### src/rtl/rae_pkg.sv
package rae_pkg;
  // per-slot occupancy state
  typedef enum logic [1:0] {
    SL_FREE  = 2'b00,
    SL_FRESH = 2'b01,
    SL_KEPT  = 2'b10
  } slot_t;

  typedef enum logic [1:0] {
    PH_IDLE  = 2'b00,
    PH_TRACE = 2'b01,
    PH_SWEEP = 2'b10
  } phase_t;
endpackage

### src/rtl/rae_free_stack.sv
module rae_free_stack #(
  parameter int N = 16,
  localparam int AW = $clog2(N)
) (
  input  logic          clk,
  input  logic          rst_n,
  input  logic          pop,
  input  logic          push,
  input  logic [AW-1:0] push_addr,
  output logic [AW-1:0] pop_addr,
  output logic          empty,
  output logic [AW-1:0] lvl_nxt
);
  logic [AW-1:0] stk [N];
  logic [AW-1:0] top;
  logic          pop_ok;

  assign empty    = (top == '0);
  assign pop_ok   = pop && !empty;
  assign pop_addr = empty ? '0 : stk[top - 1'b1];

  always_comb begin
    lvl_nxt = top;
    if (pop_ok && !push)      lvl_nxt = top - 1'b1;
    else if (!pop_ok && push) lvl_nxt = top + 1'b1;
  end

  always_ff @(posedge clk) begin
    if (!rst_n) begin
      for (int i = 0; i < N; i++) stk[i] <= AW'((i + 1) % N);
      top <= AW'(N - 1);
    end else begin
      if (pop_ok && push)  stk[top - 1'b1] <= push_addr; // swap in place
      else if (push)       stk[top] <= push_addr;
      top <= lvl_nxt;
    end
  end
endmodule

### src/rtl/rae_slot_map.sv
module rae_slot_map #(
  parameter int N = 16,
  localparam int AW = $clog2(N)
) (
  input  logic              clk,
  input  logic              rst_n,
  input  logic              fresh_en,
  input  logic [AW-1:0]     fresh_addr,
  input  logic              sw_en,
  input  logic [AW-1:0]     sw_addr,
  input  rae_pkg::slot_t    sw_val,
  output rae_pkg::slot_t    sw_rd
);
  import rae_pkg::*;
  slot_t map [N];

  assign sw_rd = map[sw_addr];

  always_ff @(posedge clk) begin
    if (!rst_n) begin
      for (int i = 0; i < N; i++) map[i] <= SL_FREE;
    end else begin
      if (sw_en)    map[sw_addr]    <= sw_val;
      if (fresh_en) map[fresh_addr] <= SL_FRESH;
    end
  end
endmodule

### src/rtl/rae_sweep_ctrl.sv
module rae_sweep_ctrl #(
  parameter int N = 16,
  localparam int AW = $clog2(N)
) (
  input  logic              clk,
  input  logic              rst_n,
  input  logic              alloc_req,
  input  logic              low,
  input  logic              trace_done,
  input  logic              mark_bit,
  input  rae_pkg::slot_t    slot_rd,
  output logic [AW-1:0]     ptr,
  output logic              visit,
  output logic              slot_we,
  output rae_pkg::slot_t    slot_wv,
  output logic              gc_start,
  output logic              rec_v,
  output logic [AW-1:0]     rec_a
);
  import rae_pkg::*;
  localparam logic [AW-1:0] LAST = AW'(N - 1);

  phase_t phase;
  logic   dead;

  assign visit   = (phase == PH_SWEEP) && !alloc_req;
  assign dead    = !mark_bit && (slot_rd == SL_KEPT);
  assign slot_we = visit && (mark_bit || dead);
  assign slot_wv = mark_bit ? SL_KEPT : SL_FREE;

  always_ff @(posedge clk) begin
    if (!rst_n) begin
      phase    <= PH_IDLE;
      ptr      <= '0;
      gc_start <= 1'b0;
      rec_v    <= 1'b0;
      rec_a    <= '0;
    end else begin
      gc_start <= 1'b0;
      rec_v    <= 1'b0;
      case (phase)
        PH_IDLE: if (alloc_req && low) begin
          gc_start <= 1'b1;
          phase    <= PH_TRACE;
        end
        PH_TRACE: if (trace_done) begin
          phase <= PH_SWEEP;
          ptr   <= AW'(1);
        end
        PH_SWEEP: if (visit) begin
          if (dead) begin
            rec_v <= 1'b1;
            rec_a <= ptr;
          end
          if (ptr == LAST) phase <= PH_IDLE;
          else             ptr   <= ptr + 1'b1;
        end
        default: phase <= PH_IDLE;
      endcase
    end
  end
endmodule

### src/rtl/reclaim_alloc_engine.sv
module reclaim_alloc_engine #(
  parameter int N      = 16,
  parameter int THRESH = N / 4,
  localparam int AW    = $clog2(N)
) (
  input  logic          clk,
  input  logic          rst_n,
  input  logic          alloc_req,
  output logic          alloc_vld,
  output logic [AW-1:0] alloc_addr,
  output logic          oom,
  output logic          gc_start,
  input  logic          trace_done,
  output logic [AW-1:0] mark_addr,
  input  logic          mark_bit,
  output logic          mark_clr,
  output logic          clear_valid,
  output logic [AW-1:0] clear_addr
);
  import rae_pkg::*;
  localparam logic [AW-1:0] THR = AW'(THRESH);

  logic [AW-1:0] pop_addr, lvl_nxt, ptr;
  logic          empty, visit, slot_we;
  slot_t         slot_rd, slot_wv;

  rae_free_stack #(.N(N)) u_stack (
    .clk(clk), .rst_n(rst_n), .pop(alloc_req), .push(clear_valid),
    .push_addr(clear_addr), .pop_addr(pop_addr), .empty(empty),
    .lvl_nxt(lvl_nxt)
  );

  rae_slot_map #(.N(N)) u_slots (
    .clk(clk), .rst_n(rst_n), .fresh_en(alloc_req && !empty),
    .fresh_addr(pop_addr), .sw_en(slot_we), .sw_addr(ptr),
    .sw_val(slot_wv), .sw_rd(slot_rd)
  );

  rae_sweep_ctrl #(.N(N)) u_ctrl (
    .clk(clk), .rst_n(rst_n), .alloc_req(alloc_req), .low(lvl_nxt < THR),
    .trace_done(trace_done), .mark_bit(mark_bit), .slot_rd(slot_rd),
    .ptr(ptr), .visit(visit), .slot_we(slot_we), .slot_wv(slot_wv),
    .gc_start(gc_start), .rec_v(clear_valid), .rec_a(clear_addr)
  );

  assign mark_addr = ptr;
  assign mark_clr  = visit;

  always_ff @(posedge clk) begin
    if (!rst_n) begin
      alloc_vld  <= 1'b0;
      alloc_addr <= '0;
      oom        <= 1'b0;
    end else begin
      alloc_vld  <= alloc_req;
      alloc_addr <= alloc_req ? pop_addr : '0;
      oom        <= alloc_req && empty;
    end
  end
endmodule

### config.mk
export PLATFORM = sky130hd
export DESIGN_NAME = reclaim_alloc_engine
export DESIGN_NICKNAME = d
export VERILOG_FILES = /design/src/rtl/rae_pkg.sv /design/src/rtl/rae_free_stack.sv /design/src/rtl/rae_slot_map.sv /design/src/rtl/rae_sweep_ctrl.sv /design/src/rtl/reclaim_alloc_engine.sv
export SDC_FILE = /design/constraint.sdc
export NUM_CORES = 1
export LEC_CHECK = 0
export ABC_AREA = 1
export BUFFER_PORTS_ARGS = -buffer_cell sky130_fd_sc_hd__buf_2
export CAP_MARGIN = 20
export CELL_PAD_IN_SITES_DETAIL_PLACEMENT = 0
export CELL_PAD_IN_SITES_GLOBAL_PLACEMENT = 1
export CORE_UTILIZATION = 51
export DETAILED_ROUTE_END_ITERATION = 6
export PLACE_DENSITY_LB_ADDON = 0.1
export SLEW_MARGIN = 10
export SYNTH_ARGS = -nofsm -noshare
export SYNTH_HDL_FRONTEND = slang
export SYNTH_SLANG_ARGS = --single-unit
### constraint.sdc
create_clock -name clk -period 7.7 [get_ports clk]
set_clock_uncertainty 0.05 [all_clocks]
set_input_delay 1.54 -clock clk [delete_from_list [all_inputs] [get_ports clk]]
set_output_delay 1.54 -clock clk [all_outputs]
set_load 0.005 [all_outputs]
==> results of run 1 <==
-- flip-flops by register name, indices dropped and copies added, names as in the netlist, named ones only --
| name | count |
|---|---|
| u_slots.map | 32 |
| alloc_addr | 4 |
| u_ctrl.rec_v | 1 |
| u_stack.stk | 64 |
| u_ctrl.gc_start | 1 |
| u_ctrl.ptr | 4 |
| u_stack.top | 4 |
| u_ctrl.phase | 2 |
| oom | 1 |
| u_ctrl.rec_a | 4 |
| alloc_vld | 1 |
-- cells in the final DEF (no fill, tap or decap) --
cell       synthesis  routed
nand2_4            1       1
nand2_1          217     217
clkbuf_16          0      18
or2_1              1       1
nand3_1           75      75
buf_2              3      21
clkinv_2           0       6
inv_4              1       3
clkbuf_8           0       2
clkinv_1           4       4
or2_2              1       1
o21ai_0           11      11
nand4_1            1       1
inv_2             18      18
nor2_1           114     114
nand2_2           13      13
nand3_2            4       4
nor3_1             3       3
ha_1               5       5
o31ai_1            1       1
o21ai_2            2       2
edfxtp_1          96      96
buf_4              5       1
o21ai_1            2       2
nand3b_1           3       3
nor2_2             9       9
inv_1             56      56
dfxtp_1           26      26
inv_6              1       1
a21oi_1            5       5
nor2_4             1       1
o32ai_1            1       1
clkbuf_1           9       4
nor3b_1            1       1
xor2_1             3       3
a31oi_1            2       2
-- metrics by stage --
stage | util | setup WS [ns]
floorplan | - | 4.43
global placement | 0.535 | 3.70
detailed placement | 0.535 | 3.68
CTS | 0.582 | 4.11
global route | 0.582 | 3.84
finish | 0.582 | 4.10
-- path summary, 6_finish.rpt --
check	startpoint	end	slack, ns
max	rst_n	u_stack.stk[14][2]	4.10
min	u_ctrl.phase[0]	u_ctrl.phase[0]	0.46
max reg2reg	u_stack.top[0]	u_slots.map[15][0]	4.21
min reg2reg	u_ctrl.phase[0]	u_ctrl.phase[0]	0.46
-- kinds of logic after synthesis --
kind of cell,Yosys count,synth area share
buffers and inverters,103,0.0773
AOI/OAI and AO/OA,24,0.0228
xor gates and xnor gates,3,0.00440
adders and majority gates,5,0.0105
DFF,122,0.570
and+or+nand+nor,444,0.315
-- synthesized netlist by cell type --
cell type,instances
nand2_1,217
nor2_1,114
edfxtp_1,96
nand3_1,75
inv_1,56
dfxtp_1,26
inv_2,18
nand2_2,13
o21ai_0,11
clkbuf_1,9
nor2_2,9
buf_6,6
a21oi_1,5
buf_4,5
ha_1,5
clkinv_1,4
nand3_2,4
buf_2,3
nand3b_1,3
nor3_1,3
xor2_1,3
a31oi_1,2
o21ai_1,2
o21ai_2,2
inv_4,1
inv_6,1
nand2_4,1
nand4_1,1
nor2_4,1
nor3b_1,1
o31ai_1,1
o32ai_1,1
or2_1,1
or2_2,1
-- worst max-delay path, cell delays in order --
cell,delay [ns]
buf_2,0.74
nand2_2,0.23
o21ai_1,0.20
nand3_1,0.11
nor2_1,0.13
inv_1,0.14
o21ai_0,0.48
-- cell type report --
type | count | area [um^2] | area share
Timing Repair Buffer | 22 | 113 | 0.0169
Sequential cell | 122 | 3400 | 0.512
Tap cell | 143 | 179 | 0.0269
Clock inverter | 8 | 42.5 | 0.00640
Inverter | 80 | 308 | 0.0463
Multi-Input combinational cell | 476 | 2110 | 0.317
Clock buffer | 24 | 493 | 0.0742
-- per-layer routing --
metal	wire length [um]	GRT usage	up-vias
met5	0	0	-
met1	6340	0.337	2091
met3	913	0.0594	20
met2	5970	0.369	135
met4	219	0.0940	0
li1	-	-	2288
-- power by group --
group,internal (mW),switching [mW]
Combinational,0.0353,0.0977
Clock,0.443,0.275
Sequential,0.726,0.00541
==> results.md, run 1 <==
- Worst hold stages: 2
- Vias: between 4k and 5k
- VDD IR max: 0.147 mV
- Grt total ovfl: 0
- Initial antenna violation count: 0
- Cell variety after synth: 34
- CTS tree: yes
- Post-CTS Resized: 0
- Clock Pin Slew Worst Setup and Hold Paths: 0.05 ns
- Initial DRC count: 298
- Placed cells: 843
- Hold Crit Class: flop to flop
- Number of H-tree levels: 4
- Initial Utilization: 0.523
- Syn avg cell area: 8.52 um^2
- Setup crit end kind: flop
- First-pass GRT wire length: 21.1 mm
- CP Class: primary input to flop
- Clock Path Buffers: 2
- Vias in the first global route: roughly 4.2k
- Pwr dens: 238 nW/um^2
- Final hold vios: 0
- Placed cell areas: 6110 um^2
- Drt wl/cell: 15.4 um
- Share of layout cells above drive strength 1: 0.138
- Worst Hold Slack: between 0.4 and 0.5 ns
- Diodes inserted: 0
- Max Cap Viol: 0
- Die area: 12,100 um^2
- Data arrival, critical path: 3.60 ns
- Max_slew headroom: 0.331
- Rows: 39
- Post-cts hold buffer count: 0
- Final Cell Area: 6650 um^2
- Total chip power: roughly 1.6 mW
- Final Setup Violations: 0
- Root Driver: clkbuf_16
- Fmax: 0.278 GHz
- Area growth from synthesis to layout: 11.3%
- Total core area: 11,400 um^2
- Clk sinks: between 100 and 150
- Post-synth top area cell: edfxtp_1
- Routed WL: roughly 13 mm
- Crit Path Max Fanout: 47
- RePlAce Congestion: 0.794
- Tcrit/Tclk final: 0.467
- Routed Antenna Nets: 0
- Mapped Nets: 711
- Sequential fraction of the synthesis area: 0.570
- Static Leakage: roughly 2.7 nW
- Residual DRC count: 0
- PortBufs: 21
- TritonCTS Buffers: 17
- Unrepaired setup endpoints after global routing: false
- Post-DP HPWL: 9.13 mm
- Synth Instances: 701
- Startpoint types: primary input
- Final worst path period need: 3.60 ns
- Fin nets: between 700 and 800
- Setup TNS Final: 0 ns
- Yosys warnings: 0
- Final std cells w/o fill: 875
- Synth top area cells: edfxtp_1, nand2_1, dfxtp_1
- Synthesized area: 5970 um^2
- Overall routing resource usage: 0.243
- Status: completed
- I/O pins: 22
- # fillers: 1,021
- Clock Latency Late Sink: between 0.4 and 0.5 ns
- Post-CTS setup buffers: 0
- Drt pass-1 iters: 5
- Share of the synthesized area in the top cell type: 0.483
- FF+latch count, synth: 122
- Largest net degree at the start of global routing: 48
- Worst EP required: 7.71 ns
- Transition time of the tightest slew-check pin: 1.00 ns
- Fin. max-slew vios: 0
- Die Ht: approximately 110 um
- Via-per-instance ratio: 5.18
- DIE WIDTH: 110 um
- FF-to-FF path depth: 13
No activity file was read; power rests on OpenSTA's default activity.
==> inputs of run 2 (changes only) <==
--- a/config.mk
+++ b/config.mk
@@ -5,12 +5,12 @@
 export SDC_FILE = /design/constraint.sdc
 export NUM_CORES = 1
 export LEC_CHECK = 0
-export ABC_AREA = 1
+export ABC_AREA = 0
 export BUFFER_PORTS_ARGS = -buffer_cell sky130_fd_sc_hd__buf_2
 export CAP_MARGIN = 20
 export CELL_PAD_IN_SITES_DETAIL_PLACEMENT = 0
 export CELL_PAD_IN_SITES_GLOBAL_PLACEMENT = 1
-export CORE_UTILIZATION = 51
+export CORE_UTILIZATION = 50
 export DETAILED_ROUTE_END_ITERATION = 6
 export PLACE_DENSITY_LB_ADDON = 0.1
 export SLEW_MARGIN = 10
==> constraint.sdc (replaced) <==
create_clock -name clk -period 3.4 [get_ports clk]
set_clock_uncertainty 0.05 [all_clocks]
set_input_delay 0.68 -clock clk [delete_from_list [all_inputs] [get_ports clk]]
set_output_delay 0.68 -clock clk [all_outputs]
set_load 0.005 [all_outputs]
==> results.md, run 2 <==
- PortBufs: 21
- Sequential power share: 0.435
- Pwr dens: between 500 and 600 nW/um^2
- Sequential fraction of the synthesis area: 0.577
- Startpoint types: flop
- Max Cap Viol: 0
- Clock share of power: 0.488
- Async set-reset flop share out of synthesis: 0
- Fin nets: between 500 and 600
- Initial antenna violation count: 0
- First-pass GRT wire length: 22.2 mm
- Simple-gate share of the synthesized area: 0.192
- Final Setup Violations: 0
- Cell variety after synth: 57
- TritonCTS Buffers: 17
- Count leader, synth: edfxtp_1
- Residual DRC count: 0
- Syn avg cell area: 11.3 um^2
- FF+latch count, synth: about 120
- Worst Hold Slack: around 0.49 ns
- Sw Pwr: 0.836 mW
- Die Ht: 111 um
- Worst EP required: roughly 3.5 ns
- Clock Latency Late Sink: 0.43 ns
- CP startpoint: u_stack.top[1]
- Number of H-tree levels: 4
- Synthesized area: just under 6000 um^2
- CP Class: flop to flop
- Most used flip-flop cell after synthesis: edfxtp_1
- Crit path cell chain: inv_1 > ha_4 > or3b_2 > nand2_1 > ha_2 > a21boi_0 > xnor2_1 > nand2_1 > inv_1 > nand2_1 > nand2_1
- Drt pass-1 iters: 5
- Internal power: approximately 3.0 mW
- Data arrival, critical path: around 3.2 ns
- Combinational family with the most area after synthesis: simple AND/OR/NAND/NOR gates
- Post-synth EDFFs: 96
- Multiplexer share of the synthesized area: 0.0949
- Most frequent CP cell: nand2_1
- CTS tree: yes
- Post-DP HPWL: 9.84 mm
- Crit path to: u_stack.stk[2][1]
- VDD IR max: 0.581 mV
- Initial Utilization: 0.514
- Unrepaired setup endpoints after global routing: false
- Root Driver: clkbuf_16
- Setup TNS Final: 0 ns
- Post-synthesis compound-gate area fraction: 0.0749
- I/O pins: 22
- Vias: 4,093
- Reg2reg end: u_stack.stk[2][1]
- Clock Path Buffers: 2
- RePlAce Congestion: 0.861
- FF-to-FF path depth: 11
- Hold Crit Class: flop to flop
- Max_slew headroom: 0.517
- Synth top area cells: edfxtp_1, dfxtp_1, mux4_2
- Top cells by count, synth: edfxtp_1, nor2_1, nand2_1
- Overall routing resource usage: 0.246
- Fmax: 0.317 GHz
- Share of the synthesized area in the top cell type: 0.489
- Vias in the first global route: roughly 4k
- Top reg by flops: u_stack.stk
- Top flop regs: u_stack.stk x64, u_slots.map x32
- Post-synthesis adder-cell area fraction: 0.0106
- Family with the most delay on the worst path: simple AND/OR/NAND/NOR gates
- Sw frac: 0.220
- Max reg flops: between 60 and 70
- Final hold vios: 0
- Total core area: around 11,000 um^2
- Commonest non-fill, non-tap cell in the layout: edfxtp_1
- Mapped Nets: approximately 530
- Share of layout cells above drive strength 1: 0.207
- CP Depth: 11
- Clk sinks: 122
- Diodes inserted: 0
- Area growth from synthesis to layout: 16.4%
- Largest net degree at the start of global routing: 27
- Setup crit end kind: flop
- Reg2reg setup slack: 0.24 ns
- Commonest non-fill, non-tap cells in the layout: edfxtp_1, nor2_1, nand2_1
- Rows: 39
- Crit Path Max Fanout: 10
- Synth Instances: 522
- CP max-delay cell: or3b_2
- Transition time of the tightest slew-check pin: 0.724 ns
- Routed WL: 13.8 mm
- Tcrit/Tclk final: 0.928
- DIE WIDTH: 111 um
- FF-to-FF Start: u_stack.top[1]
- Status: completed
- Via-per-instance ratio: 5.79
- Synth Area in XOR/XNOR: 0.0161
- Die area: 12,200 um^2
- Yosys warnings: 0
- Final worst path period need: 3.16 ns
- Clock Pin Slew Worst Setup and Hold Paths: about 0.06 ns
- Pre-CTS setup slack: 0.133 ns
- # fillers: 968
- Fin. max-slew vios: 0
- CP bufs+invs: 2
- Grt total ovfl: 0
- Max incr delay on CP: roughly 0.54 ns
- Static Leakage: 2.37 nW
- Routed Antenna Nets: 0
- Gate power share: 0.077
- Initial DRC count: 384
- Drt wl/cell: 19.6 um
- Setup slack after layout: between 0.2 and 0.25 ns
- Post-synth top area cell: edfxtp_1
- Post-cts hold buffer count: 0
## run 2: cell count changes in the layout (fill, tap and decap cells not counted), moves of 18 or more
| cell | delta |
|---|---|
| o21ai_1 | +18 |
| nand2_1 | -169 |
| nand3_1 | -41 |
| inv_1 | -42 |
| nor2_1 | -42 |
| buf_4 | +20 |
| mux4_2 | +18 |
## run 2: logic make-up after synthesis
kind of cell,Yosys count
simple gates,236
xor+xnor,10
flops,122
compound gates,68
fa+ha+maj,5
buf+inv,48
mux,33
## run 2: worst min-delay path by stage
stage	start	end	slack, ns	depth (start not counted)
after CTS	u_ctrl.rec_a[1]	u_ctrl.rec_a[1]	0.49	2
after detailed placement	u_ctrl.rec_a[1]	u_ctrl.rec_a[1]	0.48	2
after global routing	u_ctrl.rec_a[1]	u_ctrl.rec_a[1]	0.51	2
final	u_ctrl.rec_a[2]	u_ctrl.rec_a[2]	0.49	2
after global placement	u_ctrl.rec_a[1]	u_ctrl.rec_a[1]	0.45	2
after floorplan	u_ctrl.phase[0]	u_ctrl.phase[0]	0.45	2
## run 2: power groups by stage
stage / Combinational [mW] / Clock [mW] / Sequential (mW)
after CTS: 0.294 / 1.88 / 1.65
after global placement: 0.288 / 0 / 1.68
after global routing: 0.318 / 1.96 / 1.66
final: 0.294 / 1.85 / 1.65
after floorplan: 0.208 / 0 / 1.68
after detailed placement: 0.293 / 0 / 1.68
## run 2: area by class of cell
cell class / instances / area (um^2) / area share
Clock buffer: 17 / 425 / 0.0620
Multi-Input combinational cell: 352 / 2350 / 0.342
Inverter: 17 / 63.8 / 0.00930
Tap cell: 143 / 179 / 0.0261
Timing Repair Buffer: 42 / 263 / 0.0383
Sequential cell: 122 / 3400 / 0.496
Clock inverter: 14 / 179 / 0.0261
## run 2: routing by layer
| metal | share of wire | wire, um | GRT usage |
|---|---|---|---|
| met5 | 0 | 0 | 0 |
| met4 | 0.015 | 201 | 0.0933 |
| met3 | 0.047 | 650 | 0.0735 |
| met2 | 0.50 | 6920 | 0.401 |
| met1 | 0.44 | 6060 | 0.309 |
## run 2: repair_timing
item / CTS / global route
resized for setup: 0 / 3
buffers inserted: 0 / 0
setup endpoints to repair: 0 / 20
## run 2: tightest hold or removal path, stage by stage (launching register included)
cell and delay (ns):
dfxtp_1 0.35, mux2i_1 0.08, nor2_1 0.08
## run 2: through the flow
stage	utilization	total power [mW]	cell area (um^2)	cells
detailed placement	0.545	1.98	6250	676
global placement	0.545	1.97	6250	676
finish	0.598	3.80	6860	707
CTS	0.598	3.83	6860	707
floorplan	-	1.89	5960	522
global route	0.598	3.93	6860	707
==> inputs of run 3 (changes only) <==
--- a/config.mk
+++ b/config.mk
@@ -13,6 +13,7 @@
 export CORE_UTILIZATION = 50
 export DETAILED_ROUTE_END_ITERATION = 6
 export PLACE_DENSITY_LB_ADDON = 0.1
+export RECOVER_POWER = 50
 export SLEW_MARGIN = 10
 export SYNTH_ARGS = -nofsm -noshare
 export SYNTH_HDL_FRONTEND = slang
==> constraint.sdc (replaced) <==
create_clock -name clk -period 3.6 [get_ports clk]
set_clock_uncertainty 0.05 [all_clocks]
set_input_delay 0.72 -clock clk [delete_from_list [all_inputs] [get_ports clk]]
set_output_delay 0.72 -clock clk [all_outputs]
set_load 0.005 [all_outputs]
==> results.md, run 3 (same netlist as run 2, synthesis figures left out) <==
- Via-per-instance ratio: between 5 and 6
- Vias: 4,075
- Crit Path Max Fanout: 10
- Reg2reg setup slack: about 0.33 ns
- Fin. max-slew vios: 0
- Setup crit end kind: flop
- Diodes inserted: 0
- Pre-CTS setup slack: between 0.3 and 0.4 ns
- Die Ht: 111 um
- Initial DRC count: 293
- Commonest non-fill, non-tap cell in the layout: edfxtp_1
- Pwr dens: 513 nW/um^2
- Placed cells: just under 700
- Final Util: 0.588
- Tcrit/Tclk final: 0.908
- Top reg by flops: u_stack.stk
- Setup slack after layout: 0.332 ns
- Area of the multi-input gates: 2310 um^2
- Max_slew headroom: 0.285
- DIE WIDTH: 111 um
- Initial Utilization: 0.514
- Root Driver: clkbuf_16
- FF-to-FF path depth: 9
- Hold Crit Start: u_ctrl.rec_a[3]
- Fmax: 0.306 GHz
- Drt wl/cell: 19.2 um
- Fin nets: 560
- Setup TNS Final: 0 ns
- Vias in the first global route: 3,951
- Post-cts hold buffer count: 0
- # fillers: 948
- Hold EP: u_ctrl.rec_a[3]
- First-pass GRT wire length: approximately 22 mm
- Post-CTS Resized: 0
- Worst EP required: 3.60 ns
- Clock Path Buffers: 2
- Final hold vios: 0
- Status: completed
- Static Leakage: between 2 and 2.5 nW
- Final worst path period need: approximately 3.3 ns
- Transition time of the tightest slew-check pin: 1.07 ns
- CTS tree: yes
- Data arrival, critical path: 3.27 ns
- Grt total ovfl: 0
- Max Cap Viol: 0
- PortBufs: 21
- I/O pins: 22
- Clock Pin Slew Worst Setup and Hold Paths: 0.05 ns
- FF-to-FF Start: u_stack.top[0]
- Area growth from synthesis to layout: 14.5%
- RePlAce Congestion: 0.884
- CP Class: flop to flop
- Hold Crit Class: flop to flop
- Routed WL: ~14 mm
- Max reg flops: 64
- Routed Antenna Nets: 0
- Clock Latency Late Sink: between 0.4 and 0.5 ns
- Worst hold stages: 2
- Number of H-tree levels: 4
- Largest net degree at the start of global routing: 33
- Overall routing resource usage: 0.239
- Top flop regs: u_stack.stk x64, u_slots.map x32
- TritonCTS Buffers: 17
- Commonest non-fill, non-tap cells in the layout: edfxtp_1, nor2_1, nand2_1
- Drt pass-1 iters: 7
- Startpoint types: flop
- Unrepaired setup endpoints after global routing: false
- Post-DP HPWL: 9.57 mm
- Clk sinks: 122
- Post-CTS setup buffers: 0
- Final std cells w/o fill: around 710
- Initial antenna violation count: 0
- Final Setup Violations: 0
- Share of layout cells above drive strength 1: 0.157
- Register area: 3400 um^2
- Residual DRC count: 0
- Die area: 12,200 um^2
- Total core area: 11,500 um^2
- Rows: 39
- Reg2reg end: u_stack.stk[0][3]
- VDD IR max: between 0.3 and 0.4 mV
[run 3: cell count changes in the layout (fill, tap and decap cells not counted), moves of 2 or more]
cell | before | now
clkinvlp_4 | 3 | 1
o21ai_2 | 4 | 2
nand2_2 | 4 | 0
ha_1 | 3 | 5
nand2_1 | 48 | 52
clkbuf_1 | 0 | 12
buf_4 | 21 | 15
buf_2 | 21 | 15
o21ai_0 | 7 | 9
clkinv_1 | 4 | 7
[run 3: report_power, final]
part | leakage [nW] | internal (mW) | total, mW | switching (mW)
logic | 0.946 | 0.0977 | 0.264 | 0.166
registers | 1.09 | 1.55 | 1.56 | 0.0102
clock network | 0.274 | 1.06 | 1.64 | 0.571
[run 3: worst max path at each step]
stage                     depth (start not counted)                  to           start  slack (ns)
after global routing                              9   u_stack.stk[0][0]  u_stack.top[0]        0.07
after detailed placement                          9   u_stack.stk[0][0]  u_stack.top[0]        0.37
after global placement                            9   u_stack.stk[0][0]  u_stack.top[0]        0.48
after CTS                                         9   u_stack.stk[0][1]  u_stack.top[0]        0.34
final                                             9   u_stack.stk[0][3]  u_stack.top[0]        0.33
after floorplan                                  15  u_stack.stk[13][0]  u_stack.top[0]        0.02
[run 3: cell type report]
class / count / share of cell area
multi-input combinational: 352 / 0.343
timing repair buffer: 40 / 0.0334
sequential: 122 / 0.504
inverter: 17 / 0.00946
tap: 143 / 0.0265
clock buffer: 19 / 0.0642
clock inverter: 12 / 0.0195
[run 3: critical path, cell delays in order, from the launching register on]
cell      delay, ns
dfxtp_1        0.30
inv_1          0.09
ha_1           0.18
or3b_2         0.54
nand2_1        0.13
ha_1           0.38
a21boi_0       0.25
xnor2_1        0.23
nand2_1        0.23
o21ai_0        0.50
[run 3: metrics by stage]
step                      total power [mW]  cell area, um^2  hold slack [ns]
after floorplan                       1.78             5930            0.446
after global placement                1.85             6220            0.471
after detailed placement              1.86             6220            0.481
after CTS                             3.49             6780            0.493
after global routing                  3.57             6750            0.539
final                                 3.46             6750            0.498
[run 3: layer usage]
metal	vias up	wire, um	track usage
li1	1969	-	-
met1	1975	6040	0.311
met2	111	6680	0.394
met3	20	586	0.0477
met4	0	229	0.0978
met5	-	0	0
